## src/rtl/aux_pkg.sv

```systemverilog
package aux_pkg;

  typedef enum logic [1:0] {
    ST_IDLE,
    ST_PRE,
    ST_SEND,
    ST_WAIT
  } aux_state_e;

  localparam int CB_BUSY   = 31;
  localparam int CB_DONE   = 30;
  localparam int CB_IRQOFF = 29;
  localparam int CB_TMO    = 28;
  localparam int CB_TSEL   = 26;
  localparam int CB_RXERR  = 25;
  localparam int CB_SIZE   = 20;
  localparam int CB_PRE    = 16;

  localparam int SIZE_W = 5;
  localparam int PRE_W  = 4;
  localparam int TSEL_W = 2;
  localparam int DIV_W  = 10;
  localparam logic [DIV_W-1:0] DIV_MAX = 10'h3FD;
  localparam int TMO_MAX_US = 1600;

  function automatic int unsigned tmo_us(input logic [TSEL_W-1:0] sel);
    case (sel)
      2'd0:    return 400;
      2'd1:    return 600;
      2'd2:    return 800;
      default: return TMO_MAX_US;
    endcase
  endfunction

endpackage

```

## src/rtl/aux_bitclk_div.sv

```systemverilog
module aux_bitclk_div #(
  parameter int DIV_W = 10
) (
  input  logic             clk,
  input  logic             rst_n,
  input  logic             run,
  input  logic [DIV_W-1:0] div_i,
  output logic             tick_o
);

  logic [DIV_W-1:0] cnt_q;
  logic             wrap;

  assign wrap   = ({1'b0, cnt_q} + 1'b1) >= {1'b0, div_i};
  assign tick_o = run && wrap;

  always_ff @(posedge clk) begin
    if (!rst_n || !run) begin
      cnt_q <= '0;
    end else if (wrap) begin
      cnt_q <= '0;
    end else begin
      cnt_q <= cnt_q + 1'b1;
    end
  end

endmodule

```

## src/rtl/aux_byte_buf.sv

```systemverilog
module aux_byte_buf #(
  parameter  int NUM_WORDS = 5,
  localparam int NUM_BYTES = NUM_WORDS * 4,
  localparam int IDX_W     = $clog2(NUM_BYTES + 1),
  localparam int WSEL_W    = (NUM_WORDS > 1) ? $clog2(NUM_WORDS) : 1
) (
  input  logic              clk,
  input  logic              rst_n,
  input  logic              word_we,
  input  logic [WSEL_W-1:0] word_sel,
  input  logic [31:0]       word_wdata,
  input  logic              byte_we,
  input  logic [IDX_W-1:0]  byte_idx,
  input  logic [7:0]        byte_wdata,
  input  logic [WSEL_W-1:0] rd_word_sel,
  output logic [31:0]       rd_word,
  input  logic [IDX_W-1:0]  rd_byte_idx,
  output logic [7:0]        rd_byte
);

  logic [NUM_BYTES-1:0][7:0] byte_q;

  for (genvar b = 0; b < NUM_BYTES; b++) begin : g_byte
    localparam int WORD = b / 4;
    localparam int MSB  = 31 - 8 * (b % 4);
    logic [7:0] q;

    always_ff @(posedge clk) begin
      if (!rst_n) begin
        q <= '0;
      end else if (byte_we && byte_idx == IDX_W'(b)) begin
        q <= byte_wdata;
      end else if (word_we && word_sel == WSEL_W'(WORD)) begin
        q <= word_wdata[MSB -: 8];
      end
    end

    assign byte_q[b] = q;
  end

  always_comb begin
    rd_word = '0;
    for (int w = 0; w < NUM_WORDS; w++) begin
      if (rd_word_sel == WSEL_W'(w)) begin
        rd_word = {byte_q[4*w], byte_q[4*w+1], byte_q[4*w+2], byte_q[4*w+3]};
      end
    end
  end

  always_comb begin
    rd_byte = '0;
    for (int b = 0; b < NUM_BYTES; b++) begin
      if (rd_byte_idx == IDX_W'(b)) rd_byte = byte_q[b];
    end
  end

endmodule

```

## src/rtl/aux_seq.sv

```systemverilog
module aux_seq
  import aux_pkg::*;
#(
  parameter  int NUM_BYTES = 20,
  parameter  int US_CYCLES = 125,
  localparam int IDX_W     = $clog2(NUM_BYTES + 1),
  localparam int CNT_W     = $clog2(TMO_MAX_US * US_CYCLES + 1)
) (
  input  logic              clk,
  input  logic              rst_n,
  input  logic              start,
  input  logic [SIZE_W-1:0] size_i,
  input  logic [PRE_W-1:0]  pre_i,
  input  logic [TSEL_W-1:0] tsel_i,
  output logic [IDX_W-1:0]  rd_idx_o,
  input  logic [7:0]        rd_byte_i,
  output logic              tx_valid,
  input  logic              tx_ready,
  output logic [7:0]        tx_data,
  output logic              tx_last,
  input  logic              rx_valid,
  output logic              rx_ready,
  input  logic [7:0]        rx_data,
  input  logic              rx_last,
  input  logic              rx_err,
  output logic              wr_en_o,
  output logic [IDX_W-1:0]  wr_idx_o,
  output logic [7:0]        wr_data_o,
  output logic              busy_o,
  output logic              fin_ok_o,
  output logic              fin_tmo_o,
  output logic              fin_err_o,
  output logic [IDX_W-1:0]  rx_cnt_o
);

  aux_state_e       st_q;
  logic [IDX_W-1:0] idx_q;
  logic [CNT_W-1:0] cnt_q;

  logic [IDX_W-1:0] send_len;
  logic [IDX_W-1:0] idx_inc;
  logic [CNT_W-1:0] pre_lim;
  logic [CNT_W-1:0] tmo_lim;
  logic             rx_hs;
  logic             room;

  assign send_len = (int'(size_i) > NUM_BYTES) ? IDX_W'(NUM_BYTES) : IDX_W'(size_i);
  assign pre_lim  = CNT_W'(int'(pre_i) * 2 * US_CYCLES);
  assign tmo_lim  = CNT_W'(tmo_us(tsel_i) * US_CYCLES);

  assign busy_o   = (st_q != ST_IDLE);
  assign tx_valid = (st_q == ST_SEND);
  assign tx_last  = tx_valid && (idx_q == send_len - 1'b1);
  assign rd_idx_o = idx_q;
  assign tx_data  = rd_byte_i;
  assign rx_ready = (st_q == ST_WAIT);

  assign rx_hs     = rx_valid && rx_ready;
  assign room      = idx_q < IDX_W'(NUM_BYTES);
  assign idx_inc   = room ? idx_q + 1'b1 : idx_q;
  assign wr_en_o   = rx_hs && !rx_err && room;
  assign wr_idx_o  = idx_q;
  assign wr_data_o = rx_data;
  assign fin_err_o = rx_hs && rx_err;
  assign fin_ok_o  = rx_hs && !rx_err && rx_last;
  assign fin_tmo_o = rx_ready && !rx_hs && (cnt_q >= tmo_lim);
  assign rx_cnt_o  = idx_inc;

  always_ff @(posedge clk) begin
    if (!rst_n) begin
      st_q  <= ST_IDLE;
      idx_q <= '0;
      cnt_q <= '0;
    end else begin
      unique case (st_q)
        ST_IDLE: begin
          if (start) begin
            st_q  <= ST_PRE;
            cnt_q <= '0;
          end
        end
        ST_PRE: begin
          if (cnt_q >= pre_lim) begin
            cnt_q <= '0;
            idx_q <= '0;
            st_q  <= (send_len == '0) ? ST_WAIT : ST_SEND;
          end else begin
            cnt_q <= cnt_q + 1'b1;
          end
        end
        ST_SEND: begin
          if (tx_ready) begin
            if (tx_last) begin
              st_q  <= ST_WAIT;
              cnt_q <= '0;
              idx_q <= '0;
            end else begin
              idx_q <= idx_q + 1'b1;
            end
          end
        end
        ST_WAIT: begin
          if (fin_ok_o || fin_err_o || fin_tmo_o) begin
            st_q  <= ST_IDLE;
            idx_q <= '0;
          end else begin
            cnt_q <= cnt_q + 1'b1;
            if (rx_hs) idx_q <= idx_inc;
          end
        end
        default: st_q <= ST_IDLE;
      endcase
    end
  end

endmodule

```

## src/rtl/aux_xact_engine.sv

```systemverilog
module aux_xact_engine
  import aux_pkg::*;
#(
  parameter  int NUM_WORDS = 5,
  parameter  int US_CYCLES = 125,
  localparam int NUM_BYTES = NUM_WORDS * 4,
  localparam int IDX_W     = $clog2(NUM_BYTES + 1),
  localparam int ADDR_W    = $clog2(NUM_WORDS + 1),
  localparam int WSEL_W    = (NUM_WORDS > 1) ? $clog2(NUM_WORDS) : 1
) (
  input  logic              clk,
  input  logic              rst_n,
  input  logic              reg_we,
  input  logic [ADDR_W-1:0] reg_addr,
  input  logic [31:0]       reg_wdata,
  output logic [31:0]       reg_rdata,
  output logic              irq,
  output logic              phy_bitclk_en,
  output logic              tx_valid,
  input  logic              tx_ready,
  output logic [7:0]        tx_data,
  output logic              tx_last,
  input  logic              rx_valid,
  output logic              rx_ready,
  input  logic [7:0]        rx_data,
  input  logic              rx_last,
  input  logic              rx_err
);

  logic              done_q, irqoff_q, tmo_q, rxerr_q;
  logic [TSEL_W-1:0] tsel_q;
  logic [SIZE_W-1:0] size_q;
  logic [PRE_W-1:0]  pre_q;
  logic [DIV_W-1:0]  div_q;

  logic              busy;
  logic              fin_ok, fin_tmo, fin_err;
  logic [IDX_W-1:0]  rx_cnt;
  logic [IDX_W-1:0]  rd_idx, wr_idx;
  logic [7:0]        rd_byte, wr_data;
  logic              wr_en;
  logic [31:0]       rd_word;
  logic [31:0]       ctrl_word;

  logic              ctrl_wr, go_req, div_ok, start, abort, data_we;
  logic [DIV_W-1:0]  wdiv;
  logic [WSEL_W-1:0] word_sel;

  assign wdiv     = reg_wdata[DIV_W-1:0];
  assign ctrl_wr  = reg_we && (reg_addr == '0);
  assign go_req   = ctrl_wr && reg_wdata[CB_BUSY] && !busy;
  assign div_ok   = (wdiv != '0) && (wdiv <= DIV_MAX);
  assign start    = go_req && div_ok;
  assign abort    = go_req && !div_ok;
  assign word_sel = WSEL_W'(reg_addr - 1'b1);
  assign data_we  = reg_we && (reg_addr != '0) &&
                    (reg_addr <= ADDR_W'(NUM_WORDS)) && !busy;

  always_ff @(posedge clk) begin
    if (!rst_n) begin
      done_q   <= 1'b0;
      irqoff_q <= 1'b0;
      tmo_q    <= 1'b0;
      rxerr_q  <= 1'b0;
      tsel_q   <= '0;
      size_q   <= '0;
      pre_q    <= '0;
      div_q    <= '0;
    end else begin
      if (ctrl_wr) begin
        if (reg_wdata[CB_DONE])  done_q  <= 1'b0;
        if (reg_wdata[CB_TMO])   tmo_q   <= 1'b0;
        if (reg_wdata[CB_RXERR]) rxerr_q <= 1'b0;
        if (!busy) begin
          irqoff_q <= reg_wdata[CB_IRQOFF];
          tsel_q   <= reg_wdata[CB_TSEL +: TSEL_W];
          size_q   <= reg_wdata[CB_SIZE +: SIZE_W];
          pre_q    <= reg_wdata[CB_PRE +: PRE_W];
          div_q    <= wdiv;
        end
      end
      if (abort || fin_err) begin
        done_q  <= 1'b1;
        rxerr_q <= 1'b1;
        size_q  <= '0;
      end
      if (fin_tmo) begin
        done_q <= 1'b1;
        tmo_q  <= 1'b1;
        size_q <= '0;
      end
      if (fin_ok) begin
        done_q <= 1'b1;
        size_q <= SIZE_W'(rx_cnt);
      end
    end
  end

  assign ctrl_word = {busy, done_q, irqoff_q, tmo_q, tsel_q, rxerr_q,
                      size_q, pre_q, 6'b0, div_q};
  assign reg_rdata = (reg_addr == '0) ? ctrl_word : rd_word;
  assign irq       = done_q && !irqoff_q;

  aux_byte_buf #(.NUM_WORDS(NUM_WORDS)) u_buf (
    .clk        (clk),
    .rst_n      (rst_n),
    .word_we    (data_we),
    .word_sel   (word_sel),
    .word_wdata (reg_wdata),
    .byte_we    (wr_en),
    .byte_idx   (wr_idx),
    .byte_wdata (wr_data),
    .rd_word_sel(word_sel),
    .rd_word    (rd_word),
    .rd_byte_idx(rd_idx),
    .rd_byte    (rd_byte)
  );

  aux_seq #(.NUM_BYTES(NUM_BYTES), .US_CYCLES(US_CYCLES)) u_seq (
    .clk      (clk),
    .rst_n    (rst_n),
    .start    (start),
    .size_i   (size_q),
    .pre_i    (pre_q),
    .tsel_i   (tsel_q),
    .rd_idx_o (rd_idx),
    .rd_byte_i(rd_byte),
    .tx_valid (tx_valid),
    .tx_ready (tx_ready),
    .tx_data  (tx_data),
    .tx_last  (tx_last),
    .rx_valid (rx_valid),
    .rx_ready (rx_ready),
    .rx_data  (rx_data),
    .rx_last  (rx_last),
    .rx_err   (rx_err),
    .wr_en_o  (wr_en),
    .wr_idx_o (wr_idx),
    .wr_data_o(wr_data),
    .busy_o   (busy),
    .fin_ok_o (fin_ok),
    .fin_tmo_o(fin_tmo),
    .fin_err_o(fin_err),
    .rx_cnt_o (rx_cnt)
  );

  aux_bitclk_div #(.DIV_W(DIV_W)) u_div (
    .clk   (clk),
    .rst_n (rst_n),
    .run   (busy),
    .div_i (div_q),
    .tick_o(phy_bitclk_en)
  );

endmodule

```

## config.mk

```make
export PLATFORM = sky130hd
export DESIGN_NAME = aux_xact_engine
export DESIGN_NICKNAME = d
export VERILOG_FILES = /design/src/rtl/aux_pkg.sv /design/src/rtl/aux_bitclk_div.sv /design/src/rtl/aux_byte_buf.sv /design/src/rtl/aux_seq.sv /design/src/rtl/aux_xact_engine.sv
export SDC_FILE = /design/constraint.sdc
export NUM_CORES = 1
export LEC_CHECK = 0
export BUFFER_PORTS_ARGS = -buffer_cell sky130_fd_sc_hd__buf_2
export CAP_MARGIN = 15
export CORE_ASPECT_RATIO = 0.8
export CORE_UTILIZATION = 50
export DETAILED_ROUTE_END_ITERATION = 8
export PLACE_DENSITY = 0.76
export SLEW_MARGIN = 20
export SYNTH_ARGS = -nofsm -noshare
export SYNTH_HDL_FRONTEND = slang
export SYNTH_HIERARCHICAL = 1
export SYNTH_SLANG_ARGS = --single-unit
export TNS_END_PERCENT = 5
```

## constraint.sdc

```tcl
create_clock -name clk -period 6.2 [get_ports clk]
set_clock_uncertainty 0.15 [all_clocks]
set_input_delay 0.62 -clock clk [delete_from_list [all_inputs] [get_ports clk]]
set_output_delay 0.62 -clock clk [all_outputs]
set_load 0.01 [all_outputs]
```

==> results.json, run 1 <==
{
  "status": "finished clean",
  "cts_buffers": 23,
  "fin_tns_setup_ps": 0,
  "max_stage_delay_ps": 670,
  "hp-class": "in -> reg",
  "grt_pass1_wl_mm": 90.9,
  "synth_compound_area_share_pct": 25.5,
  "multi_input_area_sq_mm": 0.0106,
  "cts_max_level": 1,
  "die_w_um": 202,
  "area_growth_pct": 7.24,
  "drtIter0Drc": 2221,
  "cts_max_path_buffers": 3,
  "p_leak_uw": 0.00857,
  "synth_top_family_by_area": "compound AO/OA/AOI/OAI gates",
  "critical_path_class": "reg -> reg",
  "end_kind": "flop",
  "core.rowCount": 58,
  "ios": 95,
  "tightest_slew_ps": 1160,
  "grt_setup_unrepaired": "no",
  "synthAdderAreaFrac_pct": 6.42,
  "cp.arrival_ps": 5180,
  "crit_path_start_kind": "flop",
  "dp_hpwl_mm": 44.4,
  "layout.nets": 2023,
  "die-area_sq_mm": 0.0328,
  "synth_xor_area_share_pct": 1.36,
  "viasPerCell": 6.79,
  "synth_edf_count": 0,
  "setup_viol": 0,
  "muxShareOfSynthArea_pct": 14.9,
  "cts_tree": "done",
  "drv_slew": 0,
  "grtUsageTotal_pct": 36.6,
  "fin_crit_sh_pct": 79.1,
  "syn_inst": 1920,
  "cts-root-buf": "clkbuf_16",
  "ir_drop_v": 0.000195,
  "syn-num-nets": 2048,
  "grt_use_met1_pct": 53.6,
  "post_cts_resized": 0,
  "final-instance-count-excl-fill": 2328,
  "avgRoutedWirePerCell_um": 26.5,
  "power_density_mw_per_mm2": 200,
  "start_util_pct": 50.9,
  "dp_cells": 2290,
  "antenna_left": 0,
  "synth-seq-cells": 220,
  "clock_sinks": 220,
  "fp.dieH_um": 162,
  "relSlewSlack_pct": 22.5,
  "required_ps": 6480,
  "fin_area_sq_mm": 0.0172,
  "final_cell_mix": "348 x nand2_1, 218 x dfxtp_1, 201 x mux2i_1, 163 x o211a_1, 93 x buf_2",
  "yosysUniqueCellTypes": 94,
  "vias": 15800,
  "placed_cell_area_sq_mm": 0.0165,
  "first_pass_iters": 9,
  "fmax_ghz": 0.204,
  "crit_top_cell": "a21oi_1",
  "whs_ps": 270,
  "final_core_util_pct": 54.6,
  "antenna_found_initial": 3,
  "dominantRegCellSynth": "dfxtp_1",
  "fill_cells": 2901,
  "cts_setup_buffers": 0,
  "cts_hold_buf": 0,
  "syn-cell-area_sq_mm": 0.0160,
  "syn_avg_cell_area_sq_um": 8.35,
  "met2_usage_pct": 53.3,
  "met3_usage_pct": 8.61,
  "layout-drive-gt1-share_pct": 11.2,
  "yosys_warnings": 6,
  "clk_pin_slew_worst_paths_ps": 60,
  "numPortBuffers": 94,
  "drc": 0,
  "grt_pass1_vias": 14300,
  "period_needed_ps": 4900,
  "synth-seq-area-share_pct": 27.5,
  "gp_congestion": 1.09,
  "worstPathCellList": "fa_1 > inv_1 > fa_1 > inv_1 > ha_1 > a21oi_1 > o21bai_1 > a21oi_1 > o21ai_0 > a21oi_1 > xor2_1 > ha_1 > nor4b_1 > nand4_1 > a41oi_1 > a21oi_1 > o311a_1 > a21boi_0 > o32ai_1",
  "mostFrequentLayoutCell": "nand2_1",
  "clock_latency_ps": 540,
  "async_reset_ff_share_pct": 0,
  "crit_fanout": 8,
  "wl_mm": 61.7,
  "grt_max_degree": 131,
  "synthSimpleGateAreaFrac_pct": 17.7,
  "slowest_stage": "fa_1",
  "regArea_sq_mm": 0.00441,
  "drv_cap": 0,
  "grt-ovfl-total": 0,
  "hold_viol": 0,
  "busiest_layer": "met1",
  "coreArea_sq_mm": 0.0315
}
[metal layers]
layer / vias up / share of wire (%)
met1: 7615 / 42
li1: 6909 / -
met2: 1135 / 42
met4: 2 / 2.7
met5: - / 0.015
met3: 136 / 13
[sequential cells by signal (all words and copies together) (netlist names)]
register	flops
u_buf/g_byte.q	160
u_seq/cnt_q	18
div_q	10
u_div/cnt_q	10
size_q	5
u_seq/rd_idx_o	5
pre_q	4
tsel_q	2
u_seq/st_q	2
done_q	1
irqoff_q	1
rxerr_q	1
tmo_q	1
[cell usage after synthesis (13+ instances only)]
cell        n  area, sq um
nand2_1   348         1310
nor3_1     20          100
nor2_1     83          312
clkbuf_1   92          345
a21boi_0   21          158
buf_4      24          180
buf_2      48          240
inv_1      69          259
nand2b_1   13         81.3
a21oi_1    91          455
o21ai_0    49          245
ha_1       71          888
xnor2_1    14          123
nand3_1    38          190
a22oi_1    36          270
nor2b_1    24          150
o22ai_1    37          231
dfxtp_1   220         4400
mux2i_1   201         2010
o211a_1   163         1630
[metrics by stage]
stage	setup slack [ps]	power (uW)
after floorplan	1810	1890
after global placement	1570	2060
after detailed placement	1380	2080
after CTS	1350	3420
after global routing	1060	3520
final	1300	3440
[critical path, delay by kind of cell, from the launching register on]
kind,cells,cell delay (ps)
flops,1,390
simple gates,2,440
fa+ha+maj,4,1700
xor+xnor,1,120
compound gates,10,1870
buf+inv,2,130
[area by class of cell]
cell class                      count  share of cell area [%]
Multi-Input combinational cell   1460                    61.8
Sequential cell                   220                    25.6
Timing Repair Buffer              121                    3.95
Clock buffer                       30                    3.56
Tap cell                          420                    3.06
Inverter                           69                    1.51
Clock inverter                      6                   0.480
Antenna cell                        2                  0.0291
[report_power, final]
| group | internal [uW] | switching, uW | leakage (uW) |
|---|---|---|---|
| logic | 197 | 363 | 0.00646 |
| registers | 1450 | 57.9 | 0.00178 |
| clock network | 771 | 599 | 0.000338 |
[path summary, 6_finish.rpt]
path	startpoint	to	slack [ps]	cells after the start
worst max-delay path	pre_q[1]	u_seq/rd_idx_o[0]	1300	19
worst max register to register	pre_q[1]	u_seq/rd_idx_o[0]	1300	19
worst min-delay path	reg_wdata[27]	tsel_q[1]	270	3
worst min register to register	u_div/cnt_q[0]	u_div/cnt_q[0]	330	1
[kinds of logic (layout without fill, tap and decap cells)]
logic type	after synthesis	count (layout)
flip-flops	220	220
adder cells (fa/ha/maj)	78	78
AO/OA/AOI/OAI	522	522
XOR/XNOR	24	24
AND/OR/NAND/NOR	614	614
buffers and inverters	240	226
other	0	2
multiplexers	222	222
Power figures use the tool's default switching activity.
==> run 2: changes to the inputs <==
Settings changed: ABC_AREA from default to 1, PLACE_DENSITY 0.76 to 0.78.
Clock period 6.2 ns to 4.25 ns, I/O delays scaled along.
==> run 2 against run 1 <==
Highest routed layer is now met4. Largest cell class unchanged. Clock power increased by 55%. Die area decreased by 2.2%. The flow now finishes with violations (negative setup slack). Largest power group unchanged. Via count increased by 14%.
==> results.json, run 2 <==
{
  "violations": "negative setup slack",
  "cts_buffers": 25,
  "mostFrequentLayoutCell": "nand2_1",
  "drc": 0,
  "syn-num-nets": 2598,
  "core.rowCount": 57,
  "grt_pass1_wl_mm": 94.5,
  "synth.top_cell.area_share_pct": 28.1,
  "hold_viol": 0,
  "crit_fanout": 8,
  "hp-start": "reg_wdata[14]",
  "cp.arrival_ps": 4610,
  "crit_start": "pre_q[1]",
  "syn-cell-area_sq_mm": 0.0157,
  "swShare_pct": 35.9,
  "fmax_ghz": 0.233,
  "end_kind": "flop",
  "gp_congestion": 1.11,
  "status": "finished with violations",
  "antenna_left": 0,
  "ir_drop_v": 0.000290,
  "fp.dieH_um": 160,
  "cts-root-buf": "clkbuf_16",
  "drv_slew": 0,
  "slowest_stage": "fa_1",
  "min_to": "u_buf/g_byte[18].q[6]",
  "grt-ovfl-total": 0,
  "layout.nets": 2656,
  "reg.largest.list": "u_buf/g_byte.q: 160 flops, u_seq/cnt_q: 18 flops",
  "ios": 95,
  "coreArea_sq_mm": 0.0306,
  "viasPerCell": 6.10,
  "cts_max_path_buffers": 3,
  "hp-class": "in -> reg",
  "synth_edf_count": 0,
  "tightest_slew_ps": 944,
  "reg2regPathDepth": 25,
  "rr_startpoint": "pre_q[1]",
  "p_leak_uw": 0.00752,
  "clock_sinks": 220,
  "cts_max_level": 1,
  "max_stage_delay_ps": 570,
  "wl_mm": 62.8,
  "intPower_uw": 3850,
  "clk_pin_slew_worst_paths_ps": 60,
  "grt_setup_unrepaired": "yes",
  "r2r_slack_ps": -50,
  "required_ps": 4560,
  "power_density_mw_per_mm2": 346,
  "dp_hpwl_mm": 46.5,
  "largest_register_ffs": 160,
  "power_switching_uw": 2160,
  "fin_crit_sh_pct": 101,
  "vias": 18000,
  "final_cell_mix": "606 x nand2_1, 339 x inv_1, 231 x o21ai_0, 218 x dfxtp_1, 191 x nor2_1",
  "drtIter0Drc": 2723,
  "antenna_found_initial": 1,
  "start_util_pct": 51.2,
  "placed_cell_area_sq_mm": 0.0165,
  "avgRoutedWirePerCell_um": 21.2,
  "reg2reg_to": "u_seq/cnt_q[5]",
  "timing.final.ws_setup_ps": -49.7,
  "syn_inst": 2470,
  "wl_met3_mm": 10.1,
  "routed-wl-met2_mm": 24.4,
  "syn_avg_cell_area_sq_um": 6.34,
  "relSlewSlack_pct": 36.9,
  "clkPwrFrac_pct": 35.2,
  "setup_viol": 11,
  "cts_tree": "done",
  "yosys-top-cells-count": "611 x nand2_1, 343 x inv_1, 234 x o21ai_0",
  "grt_max_degree": 88,
  "clock_latency_ps": 540,
  "regArea_sq_mm": 0.00441,
  "layout-drive-gt1-share_pct": 11.9,
  "critical_path_class": "reg -> reg",
  "drv_cap": 0,
  "crit_path_start_kind": "flop",
  "yosys_warnings": 6,
  "yosysMostFrequentCell": "nand2_1",
  "p_comb_share_pct": 26.8,
  "top_layer_used": "met4",
  "grtUsageTotal_pct": 38.5,
  "synth_area_leader_cell": "dfxtp_1",
  "fin_area_sq_mm": 0.0174,
  "wl_met1_mm": 25.9,
  "multi_input_area_sq_mm": 0.00944,
  "yosysUniqueCellTypes": 52,
  "largest_register": "u_buf/g_byte.q",
  "die_w_um": 200,
  "fin_tns_setup_ps": -263,
  "first_pass_iters": 8,
  "dominantRegCellSynth": "dfxtp_1",
  "period_needed_ps": 4300,
  "grt_pass1_vias": 16500,
  "hold_depth": 3,
  "crit_top_cell": "nand2_1",
  "synth-seq-cells": 220,
  "synth-seq-area-share_pct": 28.1,
  "area_growth_pct": 11.1,
  "fill_cells": 3037,
  "whs_ps": 95.4,
  "numPortBuffers": 94,
  "p_seq_share_pct": 38.0,
  "async_reset_ff_share_pct": 0,
  "synth_top_cells_by_area": "dfxtp_1 28%, nand2_1 15%, inv_1 8.2%",
  "die-area_sq_mm": 0.0320
}
-- run 2: per-stage QoR --
step / cells / worst slack, ps / util, % / total power (uW)
global route: 2954 / -269 / 56.9 / 6250
detailed placement: 2910 / -197 / 54.0 / 3810
global placement: 2910 / -45.6 / 54.0 / 3770
finish: 2956 / -49.7 / 56.9 / 6020
CTS: 2952 / 13.5 / 56.6 / 5910
floorplan: 2470 / 76.2 / - / 3350
-- run 2: how the worst max path moves through the flow --
stage                                    to  cells past startpoint  slack, ps
final                        u_seq/cnt_q[5]                     25        -50
after global placement       u_seq/cnt_q[4]                     25        -50
after CTS                 u_seq/rd_idx_o[3]                     24         10
after detailed placement     u_seq/cnt_q[4]                     25       -200
after floorplan              u_seq/cnt_q[0]                     23         80
after global routing        u_seq/cnt_q[12]                     25       -270
-- run 2: per-layer routing --
layer / vias up / global-route usage (%)
met5: - / 0
met4: 0 / 13.5
met3: 199 / 12.5
met2: 1398 / 53.0
met1: 8214 / 55.5
li1: 8214 / -
-- run 2: cells by family after synthesis --
family	synth area share (%)
mux	0.0719
buf+inv	12.4
compound gates	21.3
xor+xnor	1.57
flops	28.1
simple gates	30.0
fa+ha+maj	6.56
-- run 2: power groups by stage --
| stage | registers (uW) | clock network [uW] | logic (uW) |
|---|---|---|---|
| finish | 2290 | 2120 | 1610 |
| detailed placement | 2320 | 0 | 1490 |
| global route | 2300 | 2210 | 1750 |
| global placement | 2320 | 0 | 1450 |
| CTS | 2280 | 2120 | 1510 |
| floorplan | 2290 | 0 | 1060 |
-- run 2: cell type report --
type	count	share of cell area [%]
antenna	2	0.0288
clock buffer	34	4.08
clock inverter	6	0.316
inverter	367	7.92
multi-input combinational	1770	54.2
sequential	220	25.3
tap	413	2.97
timing repair buffer	144	5.16
-- run 2: what timing repair did --
item,in CTS,in global routing
endpoints found under the hold margin,0,0
pin swaps,15,30
buffers inserted,2,2
setup endpoints to repair,20,20
hold buffers,0,0
gates resized for setup,12,18
-- run 2: worst max-delay path: cells and delay by family (launching register included) --
family	cells	cell delay [ps]
simple gates	11	910
buf+inv	6	650
xor+xnor	1	120
compound gates	3	360
fa+ha+maj	4	1700
flops	1	330
